[config.mk]
export PLATFORM = sky130hd
export DESIGN_NAME = idle_tap_timer
export DESIGN_NICKNAME = d
export VERILOG_FILES = /design/src/rtl/itm_pkg.sv /design/src/rtl/itm_down_counter.sv /design/src/rtl/itm_tap_edge.sv /design/src/rtl/itm_pend_fsm.sv /design/src/rtl/idle_tap_timer.sv
export SDC_FILE = /design/constraint.sdc
export NUM_CORES = 1
export LEC_CHECK = 0
export BUFFER_PORTS_ARGS = -buffer_cell sky130_fd_sc_hd__clkbuf_2
export CORE_MARGIN = 2
export CORE_UTILIZATION = 56
export CTS_CLUSTER_SIZE = 12
export DETAILED_ROUTE_END_ITERATION = 10
export PLACE_DENSITY = 0.79
export SYNTH_ARGS = -nofsm -noshare
export SYNTH_HDL_FRONTEND = slang
export SYNTH_HIERARCHICAL = 1
export SYNTH_SLANG_ARGS = --single-unit
[constraint.sdc]
create_clock -name clk -period 3.89 [get_ports clk]
set_input_delay 1.167 -clock clk [delete_from_list [all_inputs] [get_ports clk]]
set_output_delay 1.167 -clock clk [all_outputs]
set_load 0.02 [all_outputs]
[src/rtl/itm_pkg.sv]
package itm_pkg;

    typedef enum logic {
        PS_QUIET   = 1'b0,
        PS_PENDING = 1'b1
    } pend_state_e;

endpackage

[src/rtl/itm_down_counter.sv]
module itm_down_counter #(
    parameter int CNT_W = 16
) (
    input  logic             clk,
    input  logic             rst_n,
    input  logic             step,
    output logic [CNT_W-1:0] count
);

    localparam logic [CNT_W-1:0] ONE = CNT_W'(1);

    always_ff @(posedge clk or negedge rst_n) begin
        if (!rst_n) begin
            count <= '1;
        end else if (step) begin
            count <= count - ONE;
        end
    end

    // one decrement per enabled edge
    a_r2_step_decrements: assert property (@(posedge clk) disable iff (!rst_n)
        step |=> (count == $past(count) - ONE));

    // a stalled cycle leaves the count alone
    a_r9_stall_holds: assert property (@(posedge clk) disable iff (!rst_n)
        !step |=> $stable(count));

endmodule

[src/rtl/itm_tap_edge.sv]
module itm_tap_edge #(
    parameter int NUM_TAPS = 5,
    parameter int SEL_W    = 3
) (
    input  logic                clk,
    input  logic                rst_n,
    input  logic                step,
    input  logic [SEL_W-1:0]    sel,
    input  logic [NUM_TAPS-1:0] taps,
    output logic                rise
);

    localparam logic [SEL_W-1:0] TOP_CODE = SEL_W'(NUM_TAPS - 1);

    logic [SEL_W-1:0] idx;
    logic             tap_now;
    logic             prev_q;

    // codes at or above the last tap all select the widest period
    always_comb begin
        idx     = (sel >= TOP_CODE) ? TOP_CODE : sel;
        tap_now = taps[idx];
    end

    // history is taken after the multiplexer so a new selection can edge
    always_ff @(posedge clk or negedge rst_n) begin
        if (!rst_n) begin
            prev_q <= 1'b1;
        end else if (step) begin
            prev_q <= tap_now;
        end
    end

    assign rise = step & tap_now & ~prev_q;

    // after an enabled edge the history matches the tap it sampled
    a_r10_history_tracks: assert property (@(posedge clk) disable iff (!rst_n)
        step |=> (prev_q == $past(tap_now)));

endmodule

[src/rtl/itm_pend_fsm.sv]
module itm_pend_fsm
    import itm_pkg::*;
(
    input  logic clk,
    input  logic rst_n,
    input  logic evt,
    input  logic clr,
    output logic pend,
    output logic idle_exit
);

    pend_state_e state_q;
    pend_state_e state_d;

    always_ff @(posedge clk or negedge rst_n) begin
        if (!rst_n) begin
            state_q <= PS_QUIET;
        end else begin
            state_q <= state_d;
        end
    end

    // event has priority over a clearing write
    always_comb begin
        state_d = state_q;
        unique case (state_q)
            PS_QUIET:   if (evt) state_d = PS_PENDING;
            PS_PENDING: if (clr && !evt) state_d = PS_QUIET;
            default:    state_d = PS_QUIET;
        endcase
    end

    always_comb begin
        pend = (state_q == PS_PENDING);
    end

    always_ff @(posedge clk or negedge rst_n) begin
        if (!rst_n) begin
            idle_exit <= 1'b0;
        end else begin
            idle_exit <= evt;
        end
    end

    // pending is sticky until cleared
    a_r5_pending_sticky: assert property (@(posedge clk) disable iff (!rst_n)
        (pend && !clr) |=> pend);

    // event beats a simultaneous clear
    a_r6_event_wins: assert property (@(posedge clk) disable iff (!rst_n)
        (evt && clr) |=> pend);

    // the wake pulse lasts one clock
    a_r7_exit_single: assert property (@(posedge clk) disable iff (!rst_n)
        idle_exit |=> !idle_exit);

    // a newly set flag always comes with a wake pulse
    a_r7_set_with_exit: assert property (@(posedge clk) disable iff (!rst_n)
        $rose(pend) |-> idle_exit);

endmodule

[src/rtl/idle_tap_timer.sv]
module idle_tap_timer #(
    parameter int CNT_W    = 16,
    parameter int TAP_LO   = 11,
    parameter int NUM_TAPS = 5,
    parameter int SEL_W    = 3,
    parameter int DATA_W   = 8
) (
    input  logic              clk,
    input  logic              rst_n,
    input  logic              cyc_en,
    input  logic              gie,
    input  logic              reg_wr,
    input  logic              reg_addr,
    input  logic [DATA_W-1:0] reg_wdata,
    output logic [DATA_W-1:0] reg_rdata,
    output logic              idle_exit,
    output logic              irq
);

    localparam int EN_BIT   = 0;
    localparam int PEND_BIT = 1;
    localparam int RSV_W    = DATA_W - SEL_W;

    logic [CNT_W-1:0]    count;
    logic [NUM_TAPS-1:0] tap_bus;
    logic [SEL_W-1:0]    sel_q;
    logic                en_q;
    logic                rise;
    logic                pend;
    logic                clr;
    logic                unused_rsvd;

    itm_down_counter #(.CNT_W(CNT_W)) u_cnt (
        .clk   (clk),
        .rst_n (rst_n),
        .step  (cyc_en),
        .count (count)
    );

    for (genvar i = 0; i < NUM_TAPS; i++) begin : g_tap
        assign tap_bus[i] = count[TAP_LO + i];
    end

    itm_tap_edge #(.NUM_TAPS(NUM_TAPS), .SEL_W(SEL_W)) u_edge (
        .clk   (clk),
        .rst_n (rst_n),
        .step  (cyc_en),
        .sel   (sel_q),
        .taps  (tap_bus),
        .rise  (rise)
    );

    assign clr = reg_wr & reg_addr & ~reg_wdata[PEND_BIT];

    itm_pend_fsm u_pend (
        .clk       (clk),
        .rst_n     (rst_n),
        .evt       (rise),
        .clr       (clr),
        .pend      (pend),
        .idle_exit (idle_exit)
    );

    always_ff @(posedge clk or negedge rst_n) begin
        if (!rst_n) begin
            sel_q <= '0;
            en_q  <= 1'b0;
        end else if (reg_wr) begin
            if (!reg_addr) begin
                sel_q <= reg_wdata[SEL_W-1:0];
            end else begin
                en_q <= reg_wdata[EN_BIT];
            end
        end
    end

    assign unused_rsvd = ^reg_wdata[DATA_W-1:SEL_W];

    always_comb begin
        if (!reg_addr) begin
            reg_rdata = {{RSV_W{1'b0}}, sel_q};
        end else begin
            reg_rdata = '0;
            reg_rdata[EN_BIT]   = en_q;
            reg_rdata[PEND_BIT] = pend;
        end
    end

    assign irq = pend & en_q & gie;

    // reserved select bits never read back as 1
    a_r4_rsvd_zero: assert property (@(posedge clk) disable iff (!rst_n)
        !reg_addr |-> (reg_rdata[DATA_W-1:SEL_W] == '0));

    // no wake pulse follows a stalled edge
    a_r9_no_exit_when_stalled: assert property (@(posedge clk) disable iff (!rst_n)
        !cyc_en |=> !idle_exit);

endmodule

-- After elaboration in Yosys (flattened, before gate mapping)
Cells that the tools add are included.
- add/subtract/negate cells: 1
- order comparisons: 2
- multiplexer cells: 7
- bitwise gates (word level): 10
- reduce and logical (&&, ||, !) cells: 4
- operators by type and width (cell ; count):
    $sub 16x1->16 const B ; 1
    $and 1x1->1 ; 6
    $mux 3 ; 2
    $lt 3x4->1 const B ; 1
    $not 1->1 ; 4
    $reduce_and 2->1 ; 2
    $bmux 1 s3 ; 1
    $ge 3x3->1 const B ; 1
    $mux 1 ; 3
    $pmux 1 s2 ; 1
    $logic_and 1x1->1 ; 1
    $logic_not 1->1 ; 1
- flip-flop bits (word level): 23
- input bits: 14
- output and inout port bits: 10
- word-level logic and storage cells: 30

-- Longest topological paths before layout
- depth after elaboration: 10
- depth in mapped cells: 6
- depth with buffers taken out: 6

-- Hierarchy
Netlist, hierarchy kept.
- modules (own cells, without submodules) (module ; instances ; cells each ; area each (um^2)):
    itm_down_counter ; 1 ; 58 ; 738.2
    idle_tap_timer ; 1 ; 21 ; 244.0
    itm_tap_edge ; 1 ; 11 ; 96.3
    itm_pend_fsm ; 1 ; 4 ; 61.3

-- Least setup slack after synthesis
No wires, ideal clock.
- path type: input to output
- start: input port reg_addr
- end: output port reg_rdata[0]
- arrival: 1.532 ns
- setup slack: 1.191 ns
- stages on the path: 1
- cells stage by stage: mux2_2
- cells in the longest elaborated chain, start to end: 1
- RTL lines (what ; RTL line ; RTL):
    start, declared ; idle_tap_timer.sv:13 ; input logic reg_addr,
    $mux 3 ; idle_tap_timer.sv:80 ; if (!reg_addr) begin
    end, declared ; idle_tap_timer.sv:15 ; output logic [DATA_W-1:0] reg_rdata,
Every way passes these cells.

-- Worst setup path after layout
- start: input port reg_addr
- end: output port reg_rdata[1]
The elaborated chain is that of the path after synthesis.

==> results by group <==
Timing
  • Tightest slew margin relative to the limit: 64.0%
  • Post-route setup TNS: 0 ps
  • Achievable frequency: 335 MHz
  • Tmin final: 2980 ps
  • Fraction of the cycle the final worst path needs: 76.6%
  • Final-report setup violation count: 0
  • Post-Route Skew: 0.988 ps
  • Transition time at the pin with the least slew margin: 540 ps
  • Setup ws final: 909 ps
  • Final Hold Violating Endpoints: 0
  • Max-slew violations: 0
  • Unrepaired setup endpoints after global routing: false

Layout
  • Antenna fix cells: 0
  • Post-route cell area: 1240 µm²
  • Relative area change from synthesis to final layout: 9.00%
  • Final net count: roughly 130
  • Non-filler instance count after layout: 137
  • Fill cell instance count of the final layout: 162
  • Fraction of final layout cells with drive strength greater than 1: 45.5%

Die
  • Core Rows: 16
  • Effective utilization at floorplan: 58.7%
  • Area of the placeable core: 1940 µm²
  • # IOs: 24
  • Die extent in y: between 40 and 50 µm
  • Die width: 49.1 µm
  • Die footprint: 2410 µm²

Placed design
  • Placed cell areas: 1220 µm²
  • Worst slack at placement: 912 ps
  • Number of placed instances, taps included: between 100 and 150
  • Port buffer count: 13
  • Weighted congestion reported at the end of routability-driven placement: 0.710

Min path
  • WHS Path Cells: 2
  • Worst hold start: u_cnt/count[6]
  • Classification of the worst-slack hold path: reg -> reg
  • Worst min-delay path endpoint: u_cnt/count[6]

Logic synthesis
  • Synth cell count leaders: 17 x sky130_fd_sc_hd__dfstp_2, 9 x sky130_fd_sc_hd__nand2_1, 9 x sky130_fd_sc_hd__nor2_1, 9 x sky130_fd_sc_hd__xor2_1
  • Share of synthesized cell area in full adder, half adder and majority cells: between 1 and 1.5%
  • Number of library cell types mapped by synthesis: 33
  • Cell type with the highest aggregate area in the netlist: sky130_fd_sc_hd__dfstp_2
  • Largest cells by area after synthesis: sky130_fd_sc_hd__dfstp_2 39%, sky130_fd_sc_hd__dfrtp_1 13%, sky130_fd_sc_hd__xor2_1 6.9%, sky130_fd_sc_hd__mux2_2 5.9%, sky130_fd_sc_hd__buf_4 3.3%
  • Synth Area in XOR/XNOR: about a tenth
  • Post-synth top flop: sky130_fd_sc_hd__dfstp_2
  • Combinational family with the most area after synthesis: simple AND/OR/NAND/NOR gates
  • Area fraction of the dominant cell type after synthesis: 39.2%
  • Asr flop ratio synth: 100%
  • EDFF count, synth: 0
  • Average cell area after synthesis: 12.1 µm²
  • Mux share of post-synthesis cell area: 8.23%
  • Number of synthesized register bits: 23
  • Summed instance area of the synthesized netlist: between 1000 and 1500 µm²
  • Cell count after synthesis: 94
  • Synthesized-area fraction occupied by ao, oa, aoi and oai cells: 3.95%
  • Yosys synthesis warning count: 6
  • Area fraction in and, or, nand and nor cells after synthesis: 19.8%
  • Proportion of synthesized chip area in sequential cells: 52.4%
  • Cell with the most instances after synthesis: sky130_fd_sc_hd__dfstp_2

GRT
  • Maximum number of pins on one net before global-route repair: 24
  • Total gr overflow: 0
  • Vias in the first global route: 716
  • Wire length of the first global-routing pass: 3.17 mm
  • Antenna violations before repair: 0
  • Global Route Usage Sum: 17.3%

Clocking
  • Clock Root Buffer: sky130_fd_sc_hd__clkbuf_4
  • Reg clk slew, reported paths: 120 ps
  • Total number of clock tree sinks: 23
  • Number of buffers created by CTS: 3
  • Setup fix buffers added after clock tree synthesis: 0
  • CTS Hold Buffers Added: 0
  • Clock latency on the worst-skew pair: 310 ps
  • Post-CTS resize count: 0
  • Maximum clock path buffer count: 2
  • Level count of the clock H-tree: 1
  • CTS tree: done

Worst setup path
  • Critical Path Sink Type: primary output
  • Worst Path Required: 2720 ps
  • Launch instance of the worst register-to-register path: u_cnt/count[5]
  • Category of the worst setup path launch point: input pin
  • Worst reg-to-reg setup slack: 2150 ps
  • Worst Path Class, Setup: in -> out
  • Worst Reg2Reg Path Length in Cells: 4
  • Worst endpoint data arrival time: approximately 1800 ps
  • Capture point of the worst reg-to-reg path: u_cnt/count[14]
  • Largest fanout on the critical path: 5

Detailed routing
  • First-iteration detailed-routing DRC count: 3
  • DR WL/cell: roughly 13 µm
  • Final WL: 1.84 mm
  • Number of vias per cell: approximately 5.2
  • Routed vias: around 700
  • Total iterations of the first detailed-routing run: 4
  • Antenna viol nets, final: 0
  • # DRC: 0

Flow run
  • Max capacitance violation total: 0

Power
  • Static leakage power: 0.560 nW
  • PD cells: about 660 nW/µm²
  • Peak ir drop on the vdd network: roughly 0.0003 V

Outcome
  • Run status: complete, no violations
[metrics by stage]
step / utilization, % / hold WS (ps) / power (mW)
2_1_floorplan: - / 447 / 0.653
3_3_place_gp: 62.6 / 459 / 0.698
3_5_place_dp: 62.6 / 477 / 0.718
4_1_cts: 64.0 / 494 / 0.832
5_1_grt: 64.0 / 508 / 0.875
6_report: 64.0 / 487 / 0.823
[placed cells by master, fill, tap and decap left out, drive strengths merged, types with 2 or more instances in the layout]
master,instances
dfstp,17
clkbuf,17
nand2,9
nor2,9
xor2,9
mux2,8
dfrtp,6
conb,5
xnor2,4
nor4,4
inv,3
a21oi,2
nor2b,2
[flip-flops by register name, summed over array words and instances (netlist names)]
name and cells:
sel_q 3, u_pend/idle_exit 1, u_pend/pend 1, u_cnt/count 16, u_edge/prev_q 1, en_q 1
[report_power, final]
group          total (mW)  internal, mW  switching (mW)
Combinational       0.214         0.107           0.108
Clock               0.111        0.0402          0.0708
Sequential          0.498         0.391           0.107
[layout make-up]
| class | count | area, µm² | share of cell area, % |
|---|---|---|---|
| flip-flops and latches | 23 | 597 | 48.0 |
| well taps | 27 | 33.8 | 2.72 |
| clock buffers | 4 | 26.3 | 2.11 |
| inverters | 3 | 11.3 | 0.906 |
| multi-input cells | 67 | 509 | 41.0 |
| repair buffers | 13 | 65.1 | 5.24 |
[critical path: stages]
cell                       delay, ps
sky130_fd_sc_hd__clkbuf_2        140
sky130_fd_sc_hd__mux2_2          350
sky130_fd_sc_hd__clkbuf_2        150
[cells by family (layout without fill, tap and decap cells)]
| family | count (synthesis) | count (layout) |
|---|---|---|
| AND/OR/NAND/NOR | 34 | 34 |
| flip-flops | 23 | 23 |
| XOR/XNOR | 13 | 13 |
| multiplexers | 8 | 8 |
| buffers and inverters | 8 | 20 |
| AO/OA/AOI/OAI | 6 | 6 |
| adder cells (fa/ha/maj) | 1 | 1 |
| other | 1 | 5 |
[how the worst max path moves through the flow]
stage	startpoint	endpoint	slack (ps)	depth (start not counted)
finish	reg_addr	reg_rdata[1]	910	3
floorplan	reg_addr	reg_rdata[0]	1190	1
global placement	reg_addr	reg_rdata[0]	940	3
CTS	reg_addr	reg_rdata[1]	910	3
global route	reg_addr	reg_rdata[1]	880	3
detailed placement	reg_addr	reg_rdata[1]	910	3
[per-layer routing]
| layer | vias up | share of wire, % | GRT usage (%) |
|---|---|---|---|
| met4 | 0 | 1.8 | 8.57 |
| met1 | 361 | 45 | 21.2 |
| met3 | 3 | 3.1 | 2.76 |
| li1 | 336 | - | - |
| met5 | - | 0 | 0 |
| met2 | 15 | 50 | 29.3 |
Note: power is estimated with default switching activity, not from simulation.
